$ cat config.mk
export PLATFORM = sky130hd
export DESIGN_NAME = viterbi_acs_unit
export DESIGN_NICKNAME = d
export VERILOG_FILES = /design/src/rtl/acs_pkg.sv /design/src/rtl/dual_lane_alu.sv /design/src/rtl/cssu_compare.sv /design/src/rtl/trn_history.sv /design/src/rtl/viterbi_acs_unit.sv
export SDC_FILE = /design/constraint.sdc
export NUM_CORES = 1
export LEC_CHECK = 0
export ABC_CLOCK_PERIOD_IN_PS = 1600
export BUFFER_PORTS_ARGS = -buffer_cell sky130_fd_sc_hd__buf_2
export CORE_ASPECT_RATIO = 0.5
export CORE_MARGIN = 1
export CORE_UTILIZATION = 35
export DETAILED_ROUTE_END_ITERATION = 10
export GPL_TIMING_DRIVEN = 0
export HOLD_SLACK_MARGIN = 0.1
export SYNTH_ARGS = -nofsm -noshare
export SYNTH_HDL_FRONTEND = slang
export SYNTH_SLANG_ARGS = --single-unit
$ cat constraint.sdc
create_clock -name clk -period 1.6 [get_ports clk]
set_input_delay 0.24 -clock clk [delete_from_list [all_inputs] [get_ports clk]]
set_output_delay 0.24 -clock clk [all_outputs]
set_load 0.02 [all_outputs]
$ cat src/rtl/acs_pkg.sv
package acs_pkg;
    localparam int LANE_W  = 16;
    localparam int GUARD_W = 8;
    localparam int HIST_W  = 16;
    localparam int ACC_W   = GUARD_W + 2 * LANE_W;

    typedef enum logic [0:0] {
        S_IDLE = 1'b0,
        S_EMIT = 1'b1
    } acs_state_e;
endpackage

$ cat src/rtl/dual_lane_alu.sv
module dual_lane_alu #(
    parameter int LANE_W  = 16,
    parameter int GUARD_W = 8,
    localparam int ACC_W  = GUARD_W + 2 * LANE_W
) (
    input  logic [ACC_W-1:0]    acc_in,
    input  logic [2*LANE_W-1:0] bm_pair,   // {hi, lo}
    input  logic [1:0]          sub_pair,  // {hi, lo}
    output logic [ACC_W-1:0]    acc_res
);
    // Each lane is computed in isolation; no carry path between them.
    for (genvar g = 0; g < 2; g++) begin : g_lane
        logic [LANE_W-1:0] opa;
        logic [LANE_W-1:0] opb;
        assign opa = acc_in[g*LANE_W +: LANE_W];
        assign opb = bm_pair[g*LANE_W +: LANE_W];
        assign acc_res[g*LANE_W +: LANE_W] = sub_pair[g] ? (opa - opb) : (opa + opb);
    end

    assign acc_res[ACC_W-1 -: GUARD_W] = acc_in[ACC_W-1 -: GUARD_W];
endmodule

$ cat src/rtl/cssu_compare.sv
module cssu_compare #(
    parameter int LANE_W = 16
) (
    input  logic [LANE_W-1:0] word_hi,
    input  logic [LANE_W-1:0] word_lo,
    output logic              hi_wins,
    output logic [LANE_W-1:0] max_word
);
    always_comb begin
        hi_wins  = ($signed(word_hi) > $signed(word_lo));
        max_word = hi_wins ? word_hi : word_lo;
    end
endmodule

$ cat src/rtl/trn_history.sv
module trn_history #(
    parameter int HIST_W = 16
) (
    input  logic              clk,
    input  logic              rst_n,
    input  logic              clr,
    input  logic              shift_en,
    input  logic              bit_in,
    output logic [HIST_W-1:0] hist_q
);
    always_ff @(posedge clk or negedge rst_n) begin
        if (!rst_n) begin
            hist_q <= '0;
        end else if (clr) begin
            hist_q <= '0;
        end else if (shift_en) begin
            hist_q <= {hist_q[HIST_W-2:0], bit_in};
        end
    end


    hist_shift_chk: assert property (@(posedge clk) disable iff (!rst_n)
        (shift_en && !clr) |=> (hist_q == {$past(hist_q[HIST_W-2:0]), $past(bit_in)}));


    hist_clear_chk: assert property (@(posedge clk) disable iff (!rst_n)
        clr |=> (hist_q == '0));


    hist_hold_chk: assert property (@(posedge clk) disable iff (!rst_n)
        (!shift_en && !clr) |=> $stable(hist_q));
endmodule

$ cat src/rtl/viterbi_acs_unit.sv
module viterbi_acs_unit
    import acs_pkg::*;
(
    input  logic               clk,
    input  logic               rst_n,
    input  logic               clr,
    input  logic               start,
    input  logic               sub_hi,
    input  logic               sub_lo,
    input  logic [ACC_W-1:0]   acc_in,
    input  logic [LANE_W-1:0]  bm_hi,
    input  logic [LANE_W-1:0]  bm_lo,
    output logic [ACC_W-1:0]   acs_acc,
    output logic               acs_tc,
    output logic [HIST_W-1:0]  acs_hist,
    output logic [LANE_W-1:0]  store_data,
    output logic               store_valid
);
    acs_state_e        state_q;
    acs_state_e        state_d;
    logic              step;
    logic [ACC_W-1:0]  alu_res;
    logic              cmp_hi_wins;
    logic [LANE_W-1:0] cmp_max;
    logic [ACC_W-1:0]  acc_q;
    logic              tc_q;
    logic [LANE_W-1:0] st_q;

    assign step = start && !clr;

    dual_lane_alu #(.LANE_W(LANE_W), .GUARD_W(GUARD_W)) u_alu (
        .acc_in   (acc_in),
        .bm_pair  ({bm_hi, bm_lo}),
        .sub_pair ({sub_hi, sub_lo}),
        .acc_res  (alu_res)
    );

    cssu_compare #(.LANE_W(LANE_W)) u_cmp (
        .word_hi  (alu_res[2*LANE_W-1:LANE_W]),
        .word_lo  (alu_res[LANE_W-1:0]),
        .hi_wins  (cmp_hi_wins),
        .max_word (cmp_max)
    );

    trn_history #(.HIST_W(HIST_W)) u_hist (
        .clk      (clk),
        .rst_n    (rst_n),
        .clr      (clr),
        .shift_en (step),
        .bit_in   (cmp_hi_wins),
        .hist_q   (acs_hist)
    );

    // Next-state logic
    always_comb begin
        state_d = S_IDLE;
        unique case (state_q)
            S_IDLE: state_d = step ? S_EMIT : S_IDLE;
            S_EMIT: state_d = step ? S_EMIT : S_IDLE;
        endcase
    end

    // State register and datapath registers
    always_ff @(posedge clk or negedge rst_n) begin
        if (!rst_n) begin
            state_q <= S_IDLE;
            acc_q   <= '0;
            tc_q    <= 1'b0;
            st_q    <= '0;
        end else begin
            state_q <= state_d;
            if (clr) begin
                tc_q <= 1'b0;
            end else if (start) begin
                acc_q <= alu_res;
                tc_q  <= cmp_hi_wins;
                st_q  <= cmp_max;
            end
        end
    end

    // Outputs
    always_comb begin
        acs_acc     = acc_q;
        acs_tc      = tc_q;
        store_data  = st_q;
        store_valid = (state_q == S_EMIT);
    end


    valid_after_step_chk: assert property (@(posedge clk) disable iff (!rst_n)
        step |=> store_valid);


    valid_only_step_chk: assert property (@(posedge clk) disable iff (!rst_n)
        !step |=> !store_valid);


    store_is_max_chk: assert property (@(posedge clk) disable iff (!rst_n)
        store_valid |-> (store_data == (acs_tc ? acs_acc[2*LANE_W-1:LANE_W] : acs_acc[LANE_W-1:0])));


    guard_pass_chk: assert property (@(posedge clk) disable iff (!rst_n)
        step |=> (acs_acc[ACC_W-1 -: GUARD_W] == $past(acc_in[ACC_W-1 -: GUARD_W])));


    tc_into_hist_chk: assert property (@(posedge clk) disable iff (!rst_n)
        step |=> (acs_hist[0] == acs_tc));


    idle_hold_chk: assert property (@(posedge clk) disable iff (!rst_n)
        (!start && !clr) |=> ($stable(acs_acc) && $stable(acs_tc) && $stable(store_data)));


    clear_flag_chk: assert property (@(posedge clk) disable iff (!rst_n)
        clr |=> (!acs_tc && $stable(acs_acc) && $stable(store_data)));
endmodule

==> results of run 1 <==
cells by family after synthesis:
family | share of synthesized area [%]
compound gates | 17.3
buf+inv | 3.94
mux | 5.16
xor+xnor | 9.03
flops | 34.2
fa+ha+maj | 12.0
simple gates | 18.3
state kept, by name (all words and copies together) (netlist names):
signal and flops:
u_hist.hist_q 16, acs_acc 40, store_data 16, store_valid 1
report_power, final:
part | internal (mW) | leakage [nW] | switching (mW)
registers | 2.30 | 0.925 | 0.256
clock network | 1.20 | 0.131 | 0.778
logic | 2.74 | 3.04 | 3.24
total | 6.23 | 4.09 | 4.28
worst paths after layout:
kind                                     start  slack, ps        endpoint  cells after the start
worst max-delay path                  bm_hi[5]      -3090  store_data[10]                     23
worst min-delay path                acc_in[35]        100     acs_acc[35]                      3
worst max register to register  store_data[10]        710  store_data[10]                      3
worst min register to register     acs_acc[30]        460     acs_acc[30]                      2
max in group asynchronous                rst_n        660     acs_acc[39]                      3
min in group asynchronous                rst_n        380     acs_acc[15]                      2
worst reg2reg max path, stage by stage (launching register included):
cell                      delay [ps]
sky130_fd_sc_hd__dfrtp_1         380
sky130_fd_sc_hd__nand2_1         110
sky130_fd_sc_hd__o31ai_4          80
sky130_fd_sc_hd__a31o_2          210
final cells by class:
cell class              instances  share of cell area [%]
clock inverters                 5                   0.682
repair buffers                227                    18.3
flip-flops and latches         73                    21.6
clock buffers                  10                    2.71
inverters                      31                    1.73
well taps                     198                    2.94
multi-input cells             491                    50.3
plain buffers                  21                    1.69
through the flow:
stage	total power [mW]	hold WS, ps	instances	instance area [um^2]	worst slack [ps]
finish	10.5	104	1056	8440	-3090
global route	11.1	106	1056	8440	-3210
CTS	10.1	101	1036	8000	-3050
detailed placement	7.15	188	964	6750	-3720
global placement	7.08	435	963	6720	-3720
floorplan	5.74	-55.6	616	5730	-2990
cell usage after synthesis (12+ instances only):
master                       n
sky130_fd_sc_hd__nand2_1   106
sky130_fd_sc_hd__dfrtp_1    73
sky130_fd_sc_hd__ha_1       48
sky130_fd_sc_hd__nor2_1     47
sky130_fd_sc_hd__xnor2_1    43
sky130_fd_sc_hd__a21oi_1    40
sky130_fd_sc_hd__o21ai_0    38
sky130_fd_sc_hd__inv_1      31
sky130_fd_sc_hd__mux2i_1    23
sky130_fd_sc_hd__clkbuf_1   18
sky130_fd_sc_hd__a21o_1     13
sky130_fd_sc_hd__nor3_1     13
sky130_fd_sc_hd__xor2_1     12
what timing repair did:
action	in CTS	in global routing
hold buffers	3	0
buffers inserted	53	22
gates resized for setup	116	62
hold endpoints to repair	28	0
gates cloned	2	0
endpoints found under the setup margin	55	57
pin swaps	68	40
per-layer routing:
metal	routed length, um	vias up
met2	7850	119
met4	110	0
met3	877	11
met5	0	-
li1	-	2618
met1	7740	2536
==> results.txt, run 1 <==
For this run, the leading register cell type out of synthesis is sky130_fd_sc_hd__dfrtp_1. The required time at the endpoint of the critical path is 1870 ps. The final critical-path setup slack is -3090 ps. In the global route stage, met2 resource usage came out at 34.4%.

The number of global-route vias before repair is 4980. The clock net sink count is 73. In this run the tool buffered the top-level ports with ~150 buffer cells.

Broken down by cell family, the worst path's largest delay share belongs to simple AND/OR/NAND/NOR gates. Counting every net in the synthesized netlist gives 744. The run finished, with violations left.

The routability congestion estimate is 0.815. The final clock skew is between 4 and 5 ps. The maximum buffer depth of the clock tree is 2.

The maximum fanout encountered on the critical timing path is 5. The power density over the cells came out at 1250 nW/um^2. The core area is 14700 um^2.

In this run the most used layer during global routing was met2. Once the floorplan was initialized, standard cells occupied 36.4% of the core. The detailed router finished its first iteration with 225 violations. By area the synthesized netlist is led by sky130_fd_sc_hd__dfrtp_1 (34%), sky130_fd_sc_hd__ha_1 (11%), sky130_fd_sc_hd__nand2_1 (7.5%), sky130_fd_sc_hd__xnor2_1 (7.1%), sky130_fd_sc_hd__mux2i_1 (4.3%).

The worst setup path is captured at a register. The fill cell total of the finished layout came out at 1307. The total congestion overflow after global routing came out at 0. The post-route clock period utilization is 293%.

Traced cell by cell, the critical path runs through buf_6 -> or4_4 -> nor3_4 -> nand2_2 -> nor2_4 -> a21oi_2 -> xnor2_1 -> ha_2 -> nand2_2 -> or3_4 -> o211ai_1 -> a21oi_2 -> xor2_2 -> inv_2 -> ha_4 -> a21o_1 -> a221oi_2 -> o21ai_1 -> or4_4 -> and3_4 -> buf_8 -> o31ai_4 -> a31o_2. Detailed placement finished with a half-perimeter wire length of about 12000 um. Pin placement for this block handled 152 I/O pins. The vias after detailed routing is 5284.

The largest incremental delay on the critical path is ~550 ps. The maximum clock rate is 0.213 GHz. Leaving out fill and tap cells, the most frequent cells in the layout are sky130_fd_sc_hd__buf_2 (137), sky130_fd_sc_hd__nand2_1 (97), sky130_fd_sc_hd__dfrtp_1 (73), sky130_fd_sc_hd__buf_4 (57), sky130_fd_sc_hd__nor2_1 (39). Summed over all layers, the routed wires come to about 17000 um. The first-pass GRT wire length is 25200 um. Leaving out fill and tap cells, the most frequent cell in the layout is sky130_fd_sc_hd__buf_2. The iteration count of the initial detailed-routing pass came out at 4.

Global routing used 20.4% of the available tracks. The number of antenna diodes is 0. The area of the multi-input gates came out at 4240 um^2. The shortest period the worst path allows is ~4700 ps. In this run the cell area of the synthesized design comes to approximately 5300 um^2. In the final routed layout, each cell accounts on average for 15.7 um. Counting every instance in the synthesized netlist gives 616. The number of antenna violations at the first check in global routing came out at 0. The maximum number of pins on one net before global-route repair came out at between 40 and 50.

STA classifies the critical path startpoint as an input port. The number of storage elements in the synthesis netlist is 73. The root buffer cell chosen for the clock tree is sky130_fd_sc_hd__clkbuf_16. The setup-violating endpoint count in the final report came out at 40. The site row count came out at 31.

STA puts the critical path data arrival time at 4960 ps. The count of warnings emitted by yosys came out at 0. The fraction of registers with async set or reset after synthesis is 100%. The chip height is 89.3 um. The met1 track demand over resource in global routing is 27.6%. Across the VDD grid, the largest voltage drop is 0.000550 V.

The count of buffer and inverter cells on the critical path is 3. The setup total negative slack is -68080 ps. The fraction of synthesized cell area taken by the top area cell type is between 30% and 40%.

For this run, design rule violations remaining after detail routing come to 0. In this run the worst hold path is classified as input port to register. The synthesized area divided by synthesized cell count is 8.66 um^2.

Of the synthesized area, sequential elements account for 34.2%. The number of H-tree branching levels came out at 3. The number of hold-slack violations in the final timing report came out at 0. The largest total area in the synthesized netlist belongs to sky130_fd_sc_hd__dfrtp_1.

The total clock buffers created by CTS is 9. The met3 demand-to-capacity share in global routing is under 10%. The reported max-cap violation count is 0.

The checks that failed: setup timing. The worst-skew pair later-pin latency is about 330 ps. After the last flow step, the layout net total stands at between 900 and 1000. For this run, the share of the core covered by cells in the final layout is 57.6%. The max-slew violation total from the final report came out at 0. The slowest stage of the critical path is the sky130_fd_sc_hd__or4_4 cell. The clock transition at the registers of the reported paths is approximately 60 ps. Setup repair after global routing could not meet its margin everywhere. The floorplan step defined a die boundary enclosing 15800 um^2.

The die span in x is 177 um. The number of flops mapped to enable cells by yosys is 0. The kind of critical path is input port to register. In the final layout, the share of cells above drive strength 1 is 46.0%. TritonCTS built the clock tree. The number of different library cells in the post-synthesis netlist is 57. Across the whole layout, storage elements account for around 1800 um^2. The standby leakage power came out at 4.09 nW. The via count normalized by instance count came out at roughly 5.0. The area growth from synthesis to final layout is 58.1%. The transition time at the pin with the least slew margin is 673 ps.

The number of antenna-violating nets in the routed design is 0. The worst pin sits at a relative slew slack of 55.1%.
Note: power is estimated with default switching activity, not from simulation.
==> run 2, diff against run 1 <==
ABC_CLOCK_PERIOD_IN_PS = 4500   (was 1600)
CTS_BUF_LIST = sky130_fd_sc_hd__clkbuf_4   (was not set)
clock period = 4.5 ns   (was 1.6 ns; I/O delays follow)
==> run 2 against run 1 <==
Net effect:
- the flow still finishes with violations (setup timing)
- utilization is 10 points lower
- design area shrank 18%
- flip-flop and latch count unchanged
- highest routed layer unchanged
- die area is the same
- largest cell class unchanged
- via count is 4.6% lower
==> results.txt, run 2 (same netlist as run 1, synthesis figures left out) <==
The number of antenna violations at the first check in global routing is 0. The port buffer count is ~150. Dividing the detail-routed wire length by the instance count gives 14.7 um. Global routing used 18.6% of the available tracks across all layers. The final reports fail on setup timing. The number of antenna diodes came out at 0. The setup-violating endpoint count in the final report came out at 17. The reported max-cap violation count came out at 0. The clock transition at the registers of the reported paths is 130 ps. Setup repair after global routing could not meet its margin everywhere. The number of hold-slack violations in the final timing report was 0. For the pin with the worst max-slew slack, the measured transition is 684 ps. The hold-fix buffer count after cts came out at 0.

On the critical path the largest part of the delay comes from simple AND/OR/NAND/NOR gates. The half-perimeter wire length of the detailed placement result is 11700 um. Across the VDD grid, the largest voltage drop is 0.000188 V. The maximum number of pins on one net before global-route repair is 51. The worst relative slew slack is between 50% and 60%. Along the worst path, the maximum fanout reaches 10.

STA classifies the critical path startpoint as an input port. The final design instance area without fill came out at ~7000 um^2. The shortest period the worst path allows is 5090 ps. The required time at the endpoint of the critical path came out at around 4800 ps.

The chip height came out at 89.3 um. The number of global-route vias before repair came out at about 4500. The fraction of final layout cells sized beyond drive strength 1 is 29.3%.

The area of the die came out at between 15000 and 20000 um^2. The kind of critical path is input port to register. The first detailed-routing pass ran for 5 iterations.

The count of routing violations after the opening detailed-route iteration came out at 250. The area growth from synthesis to final layout came out at 29.3%. Wires add up to between 10000 and 15000 um. The number of design rule violations left after detail routing came out at 0. The number of standard cells in the final layout excluding fillers is 1001.

The via count normalized by instance count is 5.03. The buffer type at the clock tree root is sky130_fd_sc_hd__clkbuf_4. From left edge to right edge, the die measures 177 um. For this design, the slowest cell found on the critical path is sky130_fd_sc_hd__or4_4. The post-route clock period utilization is 113%. The maximum buffer depth of the clock tree is 2. The total clock buffers created by CTS is 9. The count of buffer and inverter cells on the critical path came out at 3. The largest incremental delay on the critical path is 550 ps.

The core area came out at 14700 um^2. The total power came out at approximately 3 mW. The vias after detailed routing came out at around 5000.

The total congestion overflow after global routing came out at 0. The number of H-tree branching levels is 3. The count of pins on the block boundary came out at 152. Data on the critical path arrives at its endpoint at 5380 ps. In this run, placement finished with an instance count of around 960. The TritonCTS clock tree is yes.

The tree built by TritonCTS fans out to 73 sinks. Across all setup checks in the final design, the least slack found is -592 ps. Static timing analysis puts the maximum clock frequency at 0.196 GHz. The initial utilization of the core area, before any placement, comes to 36.4%.

For the final routed database, the setup TNS stands at -9170 ps. The net total in the final layout came out at slightly above 900. The total cell area at the placement stage is 6430 um^2. The first global-routing pass estimated approximately 23000 um of wire.

The standby leakage power is 3.51 nW. Walking the worst path, the cells encountered are buf_2 -> nor4_4 -> nand2_2 -> nor4_4 -> buf_4 -> a31oi_1 -> xnor2_1 -> ha_1 -> and3_1 -> a311oi_1 -> xor2_1 -> ha_1 -> and4_1 -> a221oi_2 -> o21ai_1 -> or4_4 -> and3_4 -> buf_6 -> mux2i_1 -> o21ai_1. The flow ran to the end, but the final reports show violations.

The final clock skew is roughly 5.9 ps. The worst setup path is captured at a register. Leaving out fill and tap cells, the most frequent cell in the layout is sky130_fd_sc_hd__buf_2. The path class of the tightest hold or removal check is input port to asynchronous set/reset pin. Clock latency on the worst-skew pair, taken at its later pin, is 420 ps. The number of antenna-violating nets in the routed design is 0. The routability congestion estimate came out at 0.840. Leaving out fill and tap cells, the most frequent cells in the layout are sky130_fd_sc_hd__buf_2 (146), sky130_fd_sc_hd__nand2_1 (104), sky130_fd_sc_hd__dfrtp_1 (73), sky130_fd_sc_hd__ha_1 (45), sky130_fd_sc_hd__nor2_1 (43). The number of flip-flops under the largest register name is 40. For this design the ratio of total power to cell area is 445 nW/um^2.

The site row count came out at 31. The max-slew violation total from the final report came to 0.
run 2: worst reg2reg max path: stages, from the launching register on:
cell,delay (ps)
sky130_fd_sc_hd__dfrtp_1,390
sky130_fd_sc_hd__nand2_1,70
sky130_fd_sc_hd__o31ai_2,70
sky130_fd_sc_hd__a31o_2,230
run 2: report_power, final:
part	switching, mW	total [mW]	internal, mW	leakage, nW
combinational	1.00	1.70	0.702	2.49
sequential	0.0867	0.902	0.815	0.925
clock	0.235	0.464	0.229	0.0878
run 2: through the flow:
step / worst slack [ps] / hold WS, ps / util (%)
2_1_floorplan: -540 / 379 / -
3_3_place_gp: -1350 / 453 / 43.7
3_5_place_dp: -1360 / 457 / 43.9
4_1_cts: -483 / 117 / 46.4
5_1_grt: -715 / 103 / 47.1
6_report: -592 / 137 / 47.1
run 2: repair_timing:
action	CTS	global route
buffers inserted	13	7
gates resized for setup	29	12
endpoints found under the setup margin	17	17
pin swaps	8	16
cloned	1	0
run 2: cell type report:
cell class | instances | area (um^2)
multi-input combinational | 491 | 3500
sequential | 73 | 1830
timing repair buffer | 171 | 950
buffer | 21 | 98.8
tap | 198 | 248
fill | 1485 | 7760
inverter | 31 | 116
clock inverter | 6 | 82.6
clock buffer | 10 | 75.1
run 2: final timing paths:
check / start / to / slack (ps) / cells after the start
min reg2reg: acs_acc[23] / acs_acc[23] / 480 / 2
max in group asynchronous: rst_n / acs_acc[36] / 3800 / 2
min: rst_n / store_data[11] / 140 / 1
max reg2reg: store_data[10] / store_data[10] / 3650 / 3
max: bm_lo[3] / store_data[5] / -590 / 20
min in group clk: acc_in[32] / acs_acc[32] / 440 / 3
run 2: metal layers:
metal	up-vias	global-route usage, %	part of all wire [%]
met1	2382	26.4	49
met5	-	0	0
met2	134	28.9	45
li1	2515	-	-
met3	8	4.25	5.4
met4	0	3.76	0.67
